File: config.mk
export PLATFORM = sky130hd
export DESIGN_NAME = pix_demux
export DESIGN_NICKNAME = d
export VERILOG_FILES = /design/src/rtl/pxd_pkg.sv /design/src/rtl/pxd_capture.sv /design/src/rtl/pxd_unpack.sv /design/src/rtl/pxd_core.sv /design/src/rtl/pix_demux.sv
export SDC_FILE = /design/constraint.sdc
export NUM_CORES = 1
export LEC_CHECK = 0
export ABC_CLOCK_PERIOD_IN_PS = 2200
export BUFFER_PORTS_ARGS = -buffer_cell sky130_fd_sc_hd__buf_2
export CAP_MARGIN = 20
export CORE_MARGIN = 8
export CORE_UTILIZATION = 52
export CTS_CLUSTER_DIAMETER = 40
export CTS_CLUSTER_SIZE = 10
export DETAILED_ROUTE_END_ITERATION = 10
export PLACE_DENSITY = 0.75
export SYNTH_ARGS = -nofsm -noshare
export SYNTH_HDL_FRONTEND = slang
export SYNTH_SLANG_ARGS = --single-unit
File: constraint.sdc
create_clock -name clk -period 2.2 [get_ports clk]
set_input_delay 0.66 -clock clk [delete_from_list [all_inputs] [get_ports clk]]
set_output_delay 0.66 -clock clk [all_outputs]
set_load 0.1 [all_outputs]
File: src/rtl/pxd_pkg.sv
package pxd_pkg;

    localparam logic [2:0] FMT_RGB888 = 3'd0;
    localparam logic [2:0] FMT_ALIAS  = 3'd1;
    localparam logic [2:0] FMT_RGB565 = 3'd2;
    localparam logic [2:0] FMT_RGB555 = 3'd3;
    localparam logic [2:0] FMT_YCC    = 3'd4;

    localparam logic [7:0] LUMA_BLANK   = 8'd16;
    localparam logic [7:0] CHROMA_BLANK = 8'd128;

    function automatic logic [7:0] grow5(input logic [4:0] v);
        return {v, v[4:2]};
    endfunction

    function automatic logic [7:0] grow6(input logic [5:0] v);
        return {v, v[5:4]};
    endfunction

    function automatic logic [23:0] blank_of(input logic [2:0] f);
        return (f == FMT_YCC) ? {LUMA_BLANK, CHROMA_BLANK, CHROMA_BLANK} : 24'd0;
    endfunction

endpackage

File: src/rtl/pxd_capture.sv
module pxd_capture #(
    parameter int W = 12
) (
    input  logic         clk,
    input  logic         rst,
    input  logic [W-1:0] din,
    input  logic         hs,
    input  logic         de,
    output logic [W-1:0] r_w,
    output logic         r_hs,
    output logic         r_de,
    output logic [W-1:0] f_w,
    output logic         f_hs,
    output logic         f_de
);

    always_ff @(posedge clk) begin
        if (rst) begin
            r_w  <= '0;
            r_hs <= 1'b0;
            r_de <= 1'b0;
        end else begin
            r_w  <= din;
            r_hs <= hs;
            r_de <= de;
        end
    end

    always_ff @(negedge clk) begin
        if (rst) begin
            f_w  <= '0;
            f_hs <= 1'b0;
            f_de <= 1'b0;
        end else begin
            f_w  <= din;
            f_hs <= hs;
            f_de <= de;
        end
    end

endmodule

File: src/rtl/pxd_unpack.sv
module pxd_unpack
    import pxd_pkg::*;
#(
    parameter int W = 12
) (
    input  logic [2:0]   fmt,
    input  logic [W-1:0] word_a,
    input  logic [W-1:0] word_b,
    output logic [23:0]  rgb
);

    logic [11:0] wa, wb;
    logic [15:0] packed16;
    logic [23:0] rgb888, rgb565, rgb555, alias_rgb;

    always_comb begin
        wa       = 12'(word_a);
        wb       = 12'(word_b);
        packed16 = {wb[7:0], wa[7:0]};
        rgb888   = {wb[11:4], wb[3:0], wa[11:8], wa[7:0]};
        rgb565   = {grow5(packed16[15:11]), grow6(packed16[10:5]), grow5(packed16[4:0])};
        rgb555   = {grow5(packed16[14:10]), grow5(packed16[9:5]), grow5(packed16[4:0])};
    end

    generate
        if (W >= 12) begin : g_wide_alias
            assign alias_rgb = rgb888;
        end else begin : g_narrow_alias
            assign alias_rgb = rgb565;
        end
    endgenerate

    always_comb begin
        case (fmt)
            FMT_ALIAS:  rgb = alias_rgb;
            FMT_RGB565: rgb = rgb565;
            FMT_RGB555: rgb = rgb555;
            default:    rgb = rgb888;
        endcase
    end

endmodule

File: src/rtl/pxd_core.sv
module pxd_core
    import pxd_pkg::*;
#(
    parameter int W = 12
) (
    input  logic         clk,
    input  logic         rst,
    input  logic         cfg_fall,
    input  logic         cfg_both,
    input  logic [2:0]   fmt,
    input  logic [W-1:0] r_w,
    input  logic         r_hs,
    input  logic         r_de,
    input  logic [W-1:0] f_w,
    input  logic         f_hs,
    input  logic         f_de,
    output logic [23:0]  pix,
    output logic         vld,
    output logic         hs_o,
    output logic         de_o
);

    typedef struct packed {
        logic         phase_b;
        logic [W-1:0] a_word;
        logic         hs_prev;
        logic         odd;
        logic [7:0]   cb;
        logic [7:0]   cr;
        logic [23:0]  pix;
        logic         vld;
        logic         hs_o;
        logic         de_o;
    } st_t;

    st_t st_q, st_d;

    logic [W-1:0] s_w, pa, pb;
    logic         s_hs, s_de;
    logic [23:0]  rgb;

    always_comb begin
        s_w  = cfg_fall ? f_w  : r_w;
        s_hs = cfg_fall ? f_hs : r_hs;
        s_de = cfg_fall ? f_de : r_de;
        pa   = cfg_both ? r_w : st_q.a_word;
        pb   = cfg_both ? f_w : s_w;
    end

    pxd_unpack #(.W(W)) u_unpack (
        .fmt    (fmt),
        .word_a (pa),
        .word_b (pb),
        .rgb    (rgb)
    );

    always_comb begin
        logic       hs_now, de_now, lead, done;
        logic [7:0] chroma, luma;

        st_d     = st_q;
        st_d.vld = 1'b0;
        done     = 1'b0;
        hs_now   = cfg_both ? r_hs : s_hs;
        de_now   = cfg_both ? (r_de & f_de) : s_de;
        lead     = hs_now & ~st_q.hs_prev;
        chroma   = pa[7:0];
        luma     = pb[7:0];

        st_d.hs_prev = hs_now;

        if (cfg_both) begin
            st_d.phase_b = 1'b0;
            done         = de_now & ~lead;
        end else if (lead || !de_now) begin
            st_d.phase_b = 1'b0;
        end else if (!st_q.phase_b) begin
            st_d.phase_b = 1'b1;
            st_d.a_word  = s_w;
        end else begin
            st_d.phase_b = 1'b0;
            done         = 1'b1;
        end

        if (lead) begin
            st_d.odd = 1'b0;
            st_d.cb  = CHROMA_BLANK;
            st_d.cr  = CHROMA_BLANK;
        end

        if (done) begin
            st_d.vld = 1'b1;
            if (fmt == FMT_YCC) begin
                if (!st_q.odd) begin
                    st_d.cb  = chroma;
                    st_d.pix = {luma, chroma, st_q.cr};
                end else begin
                    st_d.cr  = chroma;
                    st_d.pix = {luma, st_q.cb, chroma};
                end
                st_d.odd = ~st_q.odd;
            end else begin
                st_d.pix = rgb;
            end
        end else if (!de_now) begin
            st_d.pix = blank_of(fmt);
        end

        st_d.hs_o = hs_now;
        st_d.de_o = de_now;
    end

    always_ff @(posedge clk) begin
        if (rst) begin
            st_q    <= '0;
            st_q.cb <= CHROMA_BLANK;
            st_q.cr <= CHROMA_BLANK;
        end else begin
            st_q <= st_d;
        end
    end

    assign pix  = st_q.pix;
    assign vld  = st_q.vld;
    assign hs_o = st_q.hs_o;
    assign de_o = st_q.de_o;

endmodule

File: src/rtl/pix_demux.sv
module pix_demux #(
    parameter int W = 12
) (
    input  logic         clk,
    input  logic         rst,
    input  logic         cfg_fall,
    input  logic         cfg_both,
    input  logic [2:0]   fmt,
    input  logic [W-1:0] vin_data,
    input  logic         vin_hs,
    input  logic         vin_de,
    output logic [23:0]  pix_out,
    output logic         pix_valid,
    output logic         pix_hs,
    output logic         pix_de
);

    logic [W-1:0] r_w, f_w;
    logic         r_hs, r_de, f_hs, f_de;

    pxd_capture #(.W(W)) u_capture (
        .clk  (clk),
        .rst  (rst),
        .din  (vin_data),
        .hs   (vin_hs),
        .de   (vin_de),
        .r_w  (r_w),
        .r_hs (r_hs),
        .r_de (r_de),
        .f_w  (f_w),
        .f_hs (f_hs),
        .f_de (f_de)
    );

    pxd_core #(.W(W)) u_core (
        .clk      (clk),
        .rst      (rst),
        .cfg_fall (cfg_fall),
        .cfg_both (cfg_both),
        .fmt      (fmt),
        .r_w      (r_w),
        .r_hs     (r_hs),
        .r_de     (r_de),
        .f_w      (f_w),
        .f_hs     (f_hs),
        .f_de     (f_de),
        .pix      (pix_out),
        .vld      (pix_valid),
        .hs_o     (pix_hs),
        .de_o     (pix_de)
    );

endmodule

# Word level (Yosys, flattened, before mapping)
# Cells that the tools add are included.
# totals
ff_bits	85
latch_bits	0
mem_bits_rw	0
romBits	0
input_bits	21
output_inout_bits	27
elab_cells	58
mem_count	0
# classes
addsub	0
multipliers	0
div	0
n_lt_le_gt_ge	0
eq_ne	4
n_shift	0
muxes	26
bitwise_logic	9
n_reduce_logical	4
# op_table
op	count
$mux W24	3
$mux W17	3
$mux W12	4
$pmux W24 S2	1
$mux W21	1
$mux W16	1
$mux W8	2
$mux W1	11
$eq A3 B2 Y1 const B	2
$not A1 Y1	6
$and A1 B1 Y1	3
$eq A3 B3 Y1 const B	1
$reduce_and A3 Y1	1
$reduce_or A3 Y1	1
$ne A2 B2 Y1 const B	1
$logic_not A1 Y1	1
$logic_or A1 B1 Y1	1

# Depth between registers and ports, before layout
# Gate-level depths: netlist of the first run.
# depth
depth_word	7
mapped_depth	9
ltp_nobuf	7

# By module
# From an unflattened synthesis of the first run, not the netlist that was laid out.
# hier_totals
hier_cells	433
area_unflattened_um2	4421.7
# by_module_without_submodules
mod	n_inst	cells_each	area_each_um2	seq_area_each_um2
pxd_core	1	347	3266.9	1141.1
pxd_capture	1	44	691.9	560.5
pxd_unpack	1	42	462.9	0.0

==> results of run 1 <==
worst max-delay path, stage by stage (launching register included):
cell and delay (ns):
dfxtp_1 0.30, mux2_4 0.30, or3_1 0.33, a31oi_1 0.20, o22ai_2 0.09
power by group:
| group | internal, uW | switching (uW) |
|---|---|---|
| Clock | 728 | 637 |
| Sequential | 1590 | 37.2 |
| Combinational | 261 | 361 |
registers in the layout, summed over array words and instances (netlist names):
signal / cells
u_capture.f_de: 1
u_capture.f_hs: 1
u_capture.f_w: 12
u_capture.r_de: 1
u_capture.r_hs: 1
u_capture.r_w: 12
u_core.de_o: 1
u_core.pix: 24
u_core.st_q: 31
u_core.vld: 1
kinds of logic (layout without fill, tap and decap cells):
family / Yosys count / in the layout / share of synthesized area [%]
buffers and inverters: 62 / 154 / 9.60
and+or+nand+nor: 141 / 141 / 16.2
AOI/OAI and AO/OA: 118 / 118 / 20.6
muxes: 43 / 43 / 11.4
DFF: 85 / 85 / 42.0
xor gates and xnor gates: 1 / 1 / 0.216
routing by layer:
layer	part of all wire, %	routed length, um
met4	2.4	266
met5	0	0
met3	7.3	829
met1	43	4810
met2	48	5380
metrics by stage:
step                      utilization [%]  power [uW]  TNS, ns
after floorplan                         -        2060    -5.62
after global placement               60.8        2240    -8.90
after detailed placement             60.8        2250   -10.58
after CTS                            67.0        3580    -9.68
after global routing                 69.1        3760   -14.75
final                                69.1        3610   -11.96
placed cells by master (no fill, tap or decap), types with 10 or more instances in the layout:
master and n:
a211oi_1 12, o21ai_1 14, clkbuf_8 10, nor2_1 37, nand2_1 52, mux2i_1 34
o21ai_0 14, buf_4 54, inv_1 17, dfxtp_1 83, nor2b_1 16, buf_2 47
final cells by class:
cell class	count	area, um2	share of cell area, %
Sequential cell	85	1710	32.3
Timing Repair inverter	1	6.26	0.118
Clock inverter	17	96.3	1.82
Clock buffer	13	191	3.62
Tap cell	102	128	2.41
Timing Repair Buffer	118	902	17.1
Inverter	5	28.8	0.544
Multi-Input combinational cell	303	2230	42.1
worst max-delay path by stage:
stage,from,end,slack (ns),depth (start not counted)
finish,u_capture.f_w[2]$_DFF_N_,u_core.pix[15]$_SDFFE_PP0P_,-0.29,4
global route,u_capture.f_hs$_DFF_N_,u_core.st_q[56]$_SDFFE_PP0P_,-0.34,6
CTS,u_capture.f_de$_DFF_N_,u_core.pix[18]$_SDFFE_PP0P_,-0.24,6
detailed placement,u_capture.f_de$_DFF_N_,u_core.st_q[56]$_SDFFE_PP0P_,-0.24,6
global placement,u_capture.f_w[2]$_DFF_N_,u_core.pix[14]$_SDFFE_PP0P_,-0.19,3
floorplan,u_capture.f_de$_DFF_N_,u_core.pix[13]$_SDFFE_PP0P_,-0.21,8
timing repair:
action                                  CTS  global route
buffers inserted                          4             4
hold endpoints to repair                  0             0
endpoints found under the setup margin   54            55
pin swaps                                10            10
gates cloned                              2             2
resized for setup                        44            21
==> metrics.md, run 1 <==
| Metric | Value |
|---|---|
| Top Ports | 48 |
| Data arrival, critical path | 2.74 ns |
| Cells after synthesis | between 400 and 500 |
| # Max-Cap Violations | 0 |
| RSZ-0062 raised after global routing | true |
| Root buffer cell | clkbuf_8 |
| Global route overflow | 0 |
| FP Rows | 32 |
| Clk_lat worst skew | 0.40 ns |
| Post-CTS Hold Fix Bufs | 0 |
| Sequential-to-total area share from yosys stat | 42.0% |
| Place WS | -0.242 ns |
| Failing checks | setup timing |
| Clock transition at the registers of the reported paths | 0.09 ns |
| Synth Flop Type | dfxtp_1 |
| Fin Clk Skew | approximately 0.053 ns |
| Cell area power density | 683 nW/um2 |
| HP Start | u_core.st_q[37]$_SDFF_PP0_ |
| Worst Setup End Kind | flop |
| Yosys warns | 0 |
| Critical path type | reg2reg |
| Most frequent cells after synthesis | dfxtp_1, nand2_1, nor2_1, mux2i_1, buf_4 |
| Placer Congestion | 0.950 |
| Synthesized cell area | about 4100 um2 |
| Final Setup Violations | 55 |
| Synth top area cells | dfxtp_1, mux2i_1, nand2_1 |
| Die area | 10900 um2 |
| DIE HEIGHT | 104 um |
| Worst EP required | 2.44 ns |
| Final #Nets | 558 |
| Placed cell count | 603 |
| CTS tree | yes |
| WHS Endpoint | u_core.st_q[37]$_SDFF_PP0_ |
| Largest net degree at the start of global routing | 25 |
| Avg Inst Size Synth | around 9 um2 |
| Initial Util | 53.0% |
| FF-to-FF Start | u_capture.f_w[2]$_DFF_N_ |
| GRT busiest layer | met2 |
| Hold WS | roughly 0.46 ns |
| Avg WL per Cell | 17.5 um |
| CORE AREA | 7650 um2 |
| Largest area contributor in the netlist | dfxtp_1 |
| Most frequent cell after synthesis | dfxtp_1 |
| Status | finished, violations left |
| Post-Syn Nets | roughly 470 |
| First-pass GRT wire length | 17600 um |
| EDFF count, synth | 0 |
| Worst hold path type | reg2reg |
| Seq cells post-synth | 85 |
| Peak supply drop | 0.337 mV |
| Slew headroom | 67.2% |
| Reg-to-Reg End | u_core.pix[15]$_SDFFE_PP0P_ |
| CTS Buffer Depth | 2 |
| DP Wirelength | 7790 um |
| Met2 Track Usage GR | approximately a third |
| Die width | ~100 um |
| WL final | 11300 um |
| Vias per inst | 5.78 |
| Hold Vio Cnt, Final | 0 |
| P&R area growth vs syn | 30.4% |
| CTS sink cnt | 85 |
| Final Non-Filler Cells | 644 |
| Layout cell share with drive strength beyond 1 | 34.7% |
| R2R depth | 4 |
| Share of the synthesized area in the top cell type | 42.0% |
| Number of remaining DRC errors | 0 |
| Vias in the first global route | approximately 3600 |
| Worst-path fanout max | 5 |
| Measured slew at the worst slew-check pin | 0.495 ns |
| Placed standard-cell area | 4650 um2 |
| Synth unique cells | 53 |
| Antenna violations before repair | 0 |
| Worst reg-to-reg setup slack | -0.29 ns |
| IO buf count | 47 |
| Synth async-reset ratio | 0% |
| Pre-antenna DRT Iters | 5 |
| Global routing usage on met1 | 24.0% |
| Final instance area | 5290 um2 |
| Leak | 0.00226 uW |
| Gr usage total | between 10% and 20% |
| Startpoint types | flop |
| FILL cells | 568 |
| N_diodes | 0 |
| Routed Antenna Nets | 0 |
| WHS Path Cells | 2 |
| 1st-iter DRT viols | 281 |
| Final WS setup | -0.294 ns |
| H-Tree Depth | 3 |
| M3 GR Usage | around 5.7% |
| Num CTS Buffers | 9 |
| Slew Viols, Final | 0 |
| Total number of vias | 3723 |
Power figures use the tool's default switching activity.
==> run 2, diff against run 1 <==
--- a/config.mk
+++ b/config.mk
@@ -8,7 +8,6 @@
 export ABC_CLOCK_PERIOD_IN_PS = 2200
 export BUFFER_PORTS_ARGS = -buffer_cell sky130_fd_sc_hd__buf_2
 export CAP_MARGIN = 20
-export CORE_MARGIN = 8
 export CORE_UTILIZATION = 52
 export CTS_CLUSTER_DIAMETER = 40
 export CTS_CLUSTER_SIZE = 10
==> run 2 against run 1 <==
Net effect: the run still ends with setup timing left; global-route usage rose by 7.3 points; clock skew up 0.010 ns; final cell count down 2.0%; utilization grew 3.0 points; critical path depth is 2 higher; register-to-register slack got worse by 0.03 ns; highest routed layer is now met5.
==> metrics.md, run 2 (same netlist as run 1, synthesis figures left out) <==
| Metric | Value |
|---|---|
| Antenna violations before repair | 1 (was 0) |
| FF-to-FF Start | u_capture.f_hs$_DFF_N_ (was u_capture.f_w[2]$_DFF_N_) |
| Critical path type | reg2reg (unchanged) |
| Placer Congestion | 0.924 (was 0.950) |
| CTS tree | yes (unchanged) |
| WL final | 11300 um (about the same) |
| Slew Viols, Final | 0 (unchanged) |
| DIE HEIGHT | 90.3 um (was 104 um) |
| Gr usage total | 27.0% (was 19.7%) |
| Data arrival, critical path | 2.76 ns (was 2.74 ns) |
| Final #Nets | 548 (was 558) |
| FP Rows | 31 (was 32) |
| Vias in the first global route | 3530 (was 3636) |
| Worst-path fanout max | 5 (unchanged) |
| CP startpoint | u_capture.f_hs$_DFF_N_ (was u_capture.f_w[2]$_DFF_N_) |
| Final WS setup | -0.329 ns (was -0.294 ns) |
| WHS Endpoint | u_core.st_q[36]$_SDFF_PP0_ (was u_core.st_q[37]$_SDFF_PP0_) |
| WHS Path Cells | 2 (unchanged) |
| Clock transition at the registers of the reported paths | 0.09 ns (about the same) |
| H-Tree Depth | 3 (unchanged) |
| CORE AREA | 7410 um2 (was 7650 um2) |
| Root buffer cell | clkbuf_8 (unchanged) |
| Total number of vias | 3719 (was 3723) |
| Global route overflow | 0 (unchanged) |
| HP Start | u_core.st_q[36]$_SDFF_PP0_ (was u_core.st_q[37]$_SDFF_PP0_) |
| Status | finished, violations left (unchanged) |
| Routed Antenna Nets | 0 (unchanged) |
| Pre-antenna DRT Iters | 7 (was 5) |
| Startpoint types | flop (unchanged) |
| Measured slew at the worst slew-check pin | 0.491 ns (was 0.495 ns) |
| Num CTS Buffers | 9 (unchanged) |
| Worst reg-to-reg setup slack | -0.33 ns (was -0.29 ns) |
| Fin Clk Skew | 0.0634 ns (was 0.0532 ns) |
| Peak supply drop | 0.396 mV (was 0.337 mV) |
| Largest net degree at the start of global routing | 25 (unchanged) |
| Vias per inst | 5.89 (was 5.78) |
| Initial Util | 54.7% (was 53.0%) |
| Most common cell after layout, fill and taps aside | dfxtp_1 (unchanged) |
| Number of flip-flops in the largest register | 31 (unchanged) |
| RSZ-0062 raised after global routing | true (unchanged) |
| Worst hold path type | reg2reg (unchanged) |
| R2R depth | 6 (was 4) |
| Slew headroom | 67.5% (was 67.2%) |
| Final Non-Filler Cells | 631 (was 644) |
| Util after Layout | 72.2% (was 69.1%) |
| Hold Vio Cnt, Final | 0 (unchanged) |
| # Max-Cap Violations | 0 (unchanged) |
| Failing checks | setup timing (unchanged) |
| Leak | 0.00222 uW (was 0.00226 uW) |
| Final Setup Violations | 54 (was 55) |
| P&R area growth vs syn | 31.8% (was 30.4%) |
| Top Ports | 48 (unchanged) |
| N_diodes | 0 (unchanged) |
| Most flops, register | u_core.st_q (unchanged) |
| Layout cell share with drive strength beyond 1 | 37.4% (was 34.7%) |
| IO buf count | 47 (unchanged) |
| Reg-to-Reg End | u_core.pix[15]$_SDFFE_PP0P_ (unchanged) |
| Commonest non-fill, non-tap cells in the layout | dfxtp_1, nand2_1, buf_2, buf_4, mux2i_1 (was dfxtp_1, buf_4, nand2_1, buf_2, nor2_1) |
| Die width | 90.3 um (was 104 um) |
| Power Total | 3600 uW (was 3610 uW) |
| DP Wirelength | 7410 um (was 7790 um) |
| CTS Buffer Depth | 2 (unchanged) |
| Clk_lat worst skew | 0.41 ns (was 0.40 ns) |
| 1st-iter DRT viols | 372 (was 281) |
| Number of remaining DRC errors | 0 (unchanged) |
| CTS sink cnt | 85 (unchanged) |
| Worst EP required | 2.43 ns (was 2.44 ns) |
| First-pass GRT wire length | 17500 um (was 17600 um) |
| Avg WL per Cell | 18.0 um (was 17.5 um) |
| Placed cell count | 595 (was 603) |
| Cell area power density | 674 nW/um2 (was 683 nW/um2) |
| Worst Setup End Kind | flop (unchanged) |
| Die area | 8160 um2 (was 10900 um2) |
==> run 2: power breakdown <==
| group | switching, uW | total [uW] | leakage, uW | internal (uW) |
|---|---|---|---|---|
| logic | 380 | 643 | 0.00134 | 263 |
| clock network | 628 | 1330 | 0.000180 | 704 |
| registers | 38.9 | 1630 | 0.000696 | 1590 |
==> run 2: repair_timing <==
| action | 4_1_cts | 5_1_grt |
|---|---|---|
| endpoints found under the hold margin | 0 | 0 |
| endpoints found under the setup margin | 54 | 55 |
| gates cloned | 2 | 2 |
| gates resized for setup | 43 | 47 |
| pin swaps | 25 | 14 |
| hold buffers | 0 | 0 |
| setup buffers | 4 | 2 |
==> run 2: how the worst max path moves through the flow <==
stage                              endpoint  cells after the start
3_3_place_gp   u_core.st_q[47]$_SDFFE_PP0P_                      6
6_report        u_core.pix[15]$_SDFFE_PP0P_                      6
5_1_grt         u_core.pix[15]$_SDFFE_PP0P_                      6
3_5_place_dp   u_core.st_q[49]$_SDFFE_PP0P_                      5
2_1_floorplan   u_core.pix[13]$_SDFFE_PP0P_                      8
4_1_cts         u_core.pix[18]$_SDFFE_PP0P_                      5
==> run 2: per-stage QoR <==
step	TNS [ns]	setup slack, ns	cell area [um2]	hold slack, ns
5_1_grt	-14.86	-0.387	5350	0.490
4_1_cts	-10.36	-0.225	5090	0.458
3_3_place_gp	-8.76	-0.194	4630	0.440
2_1_floorplan	-5.62	-0.206	4170	0.425
3_5_place_dp	-11.41	-0.277	4630	0.443
6_report	-11.77	-0.329	5350	0.464
==> run 2: per-layer routing <==
metal  up-vias  part of all wire, %  global-route usage [%]
li1       1749                    -                       -
met4         2                  2.2                    7.80
met3        32                  7.5                    5.05
met5         -                 0.11                       0
met1      1737                   42                    36.1
met2       199                   49                    44.5
==> run 2: worst max-delay path, cell delays in order, from the launching register on <==
cell and delay (ns):
dfxtp_2 0.34, nand4bb_4 0.11, o221a_4 0.29, buf_6 0.15
nor2_4 0.04, a22oi_1 0.18, o22ai_1 0.14
==> run 2: layout make-up <==
type / instances / area [um2]
clock buffers: 11 / 141
clock inverters: 19 / 134
flip-flops and latches: 85 / 1710
repair buffers: 107 / 828
well taps: 99 / 124
fillers: 525 / 2060
repair inverters: 1 / 11.3
multi-input cells: 304 / 2370
inverters: 5 / 28.8
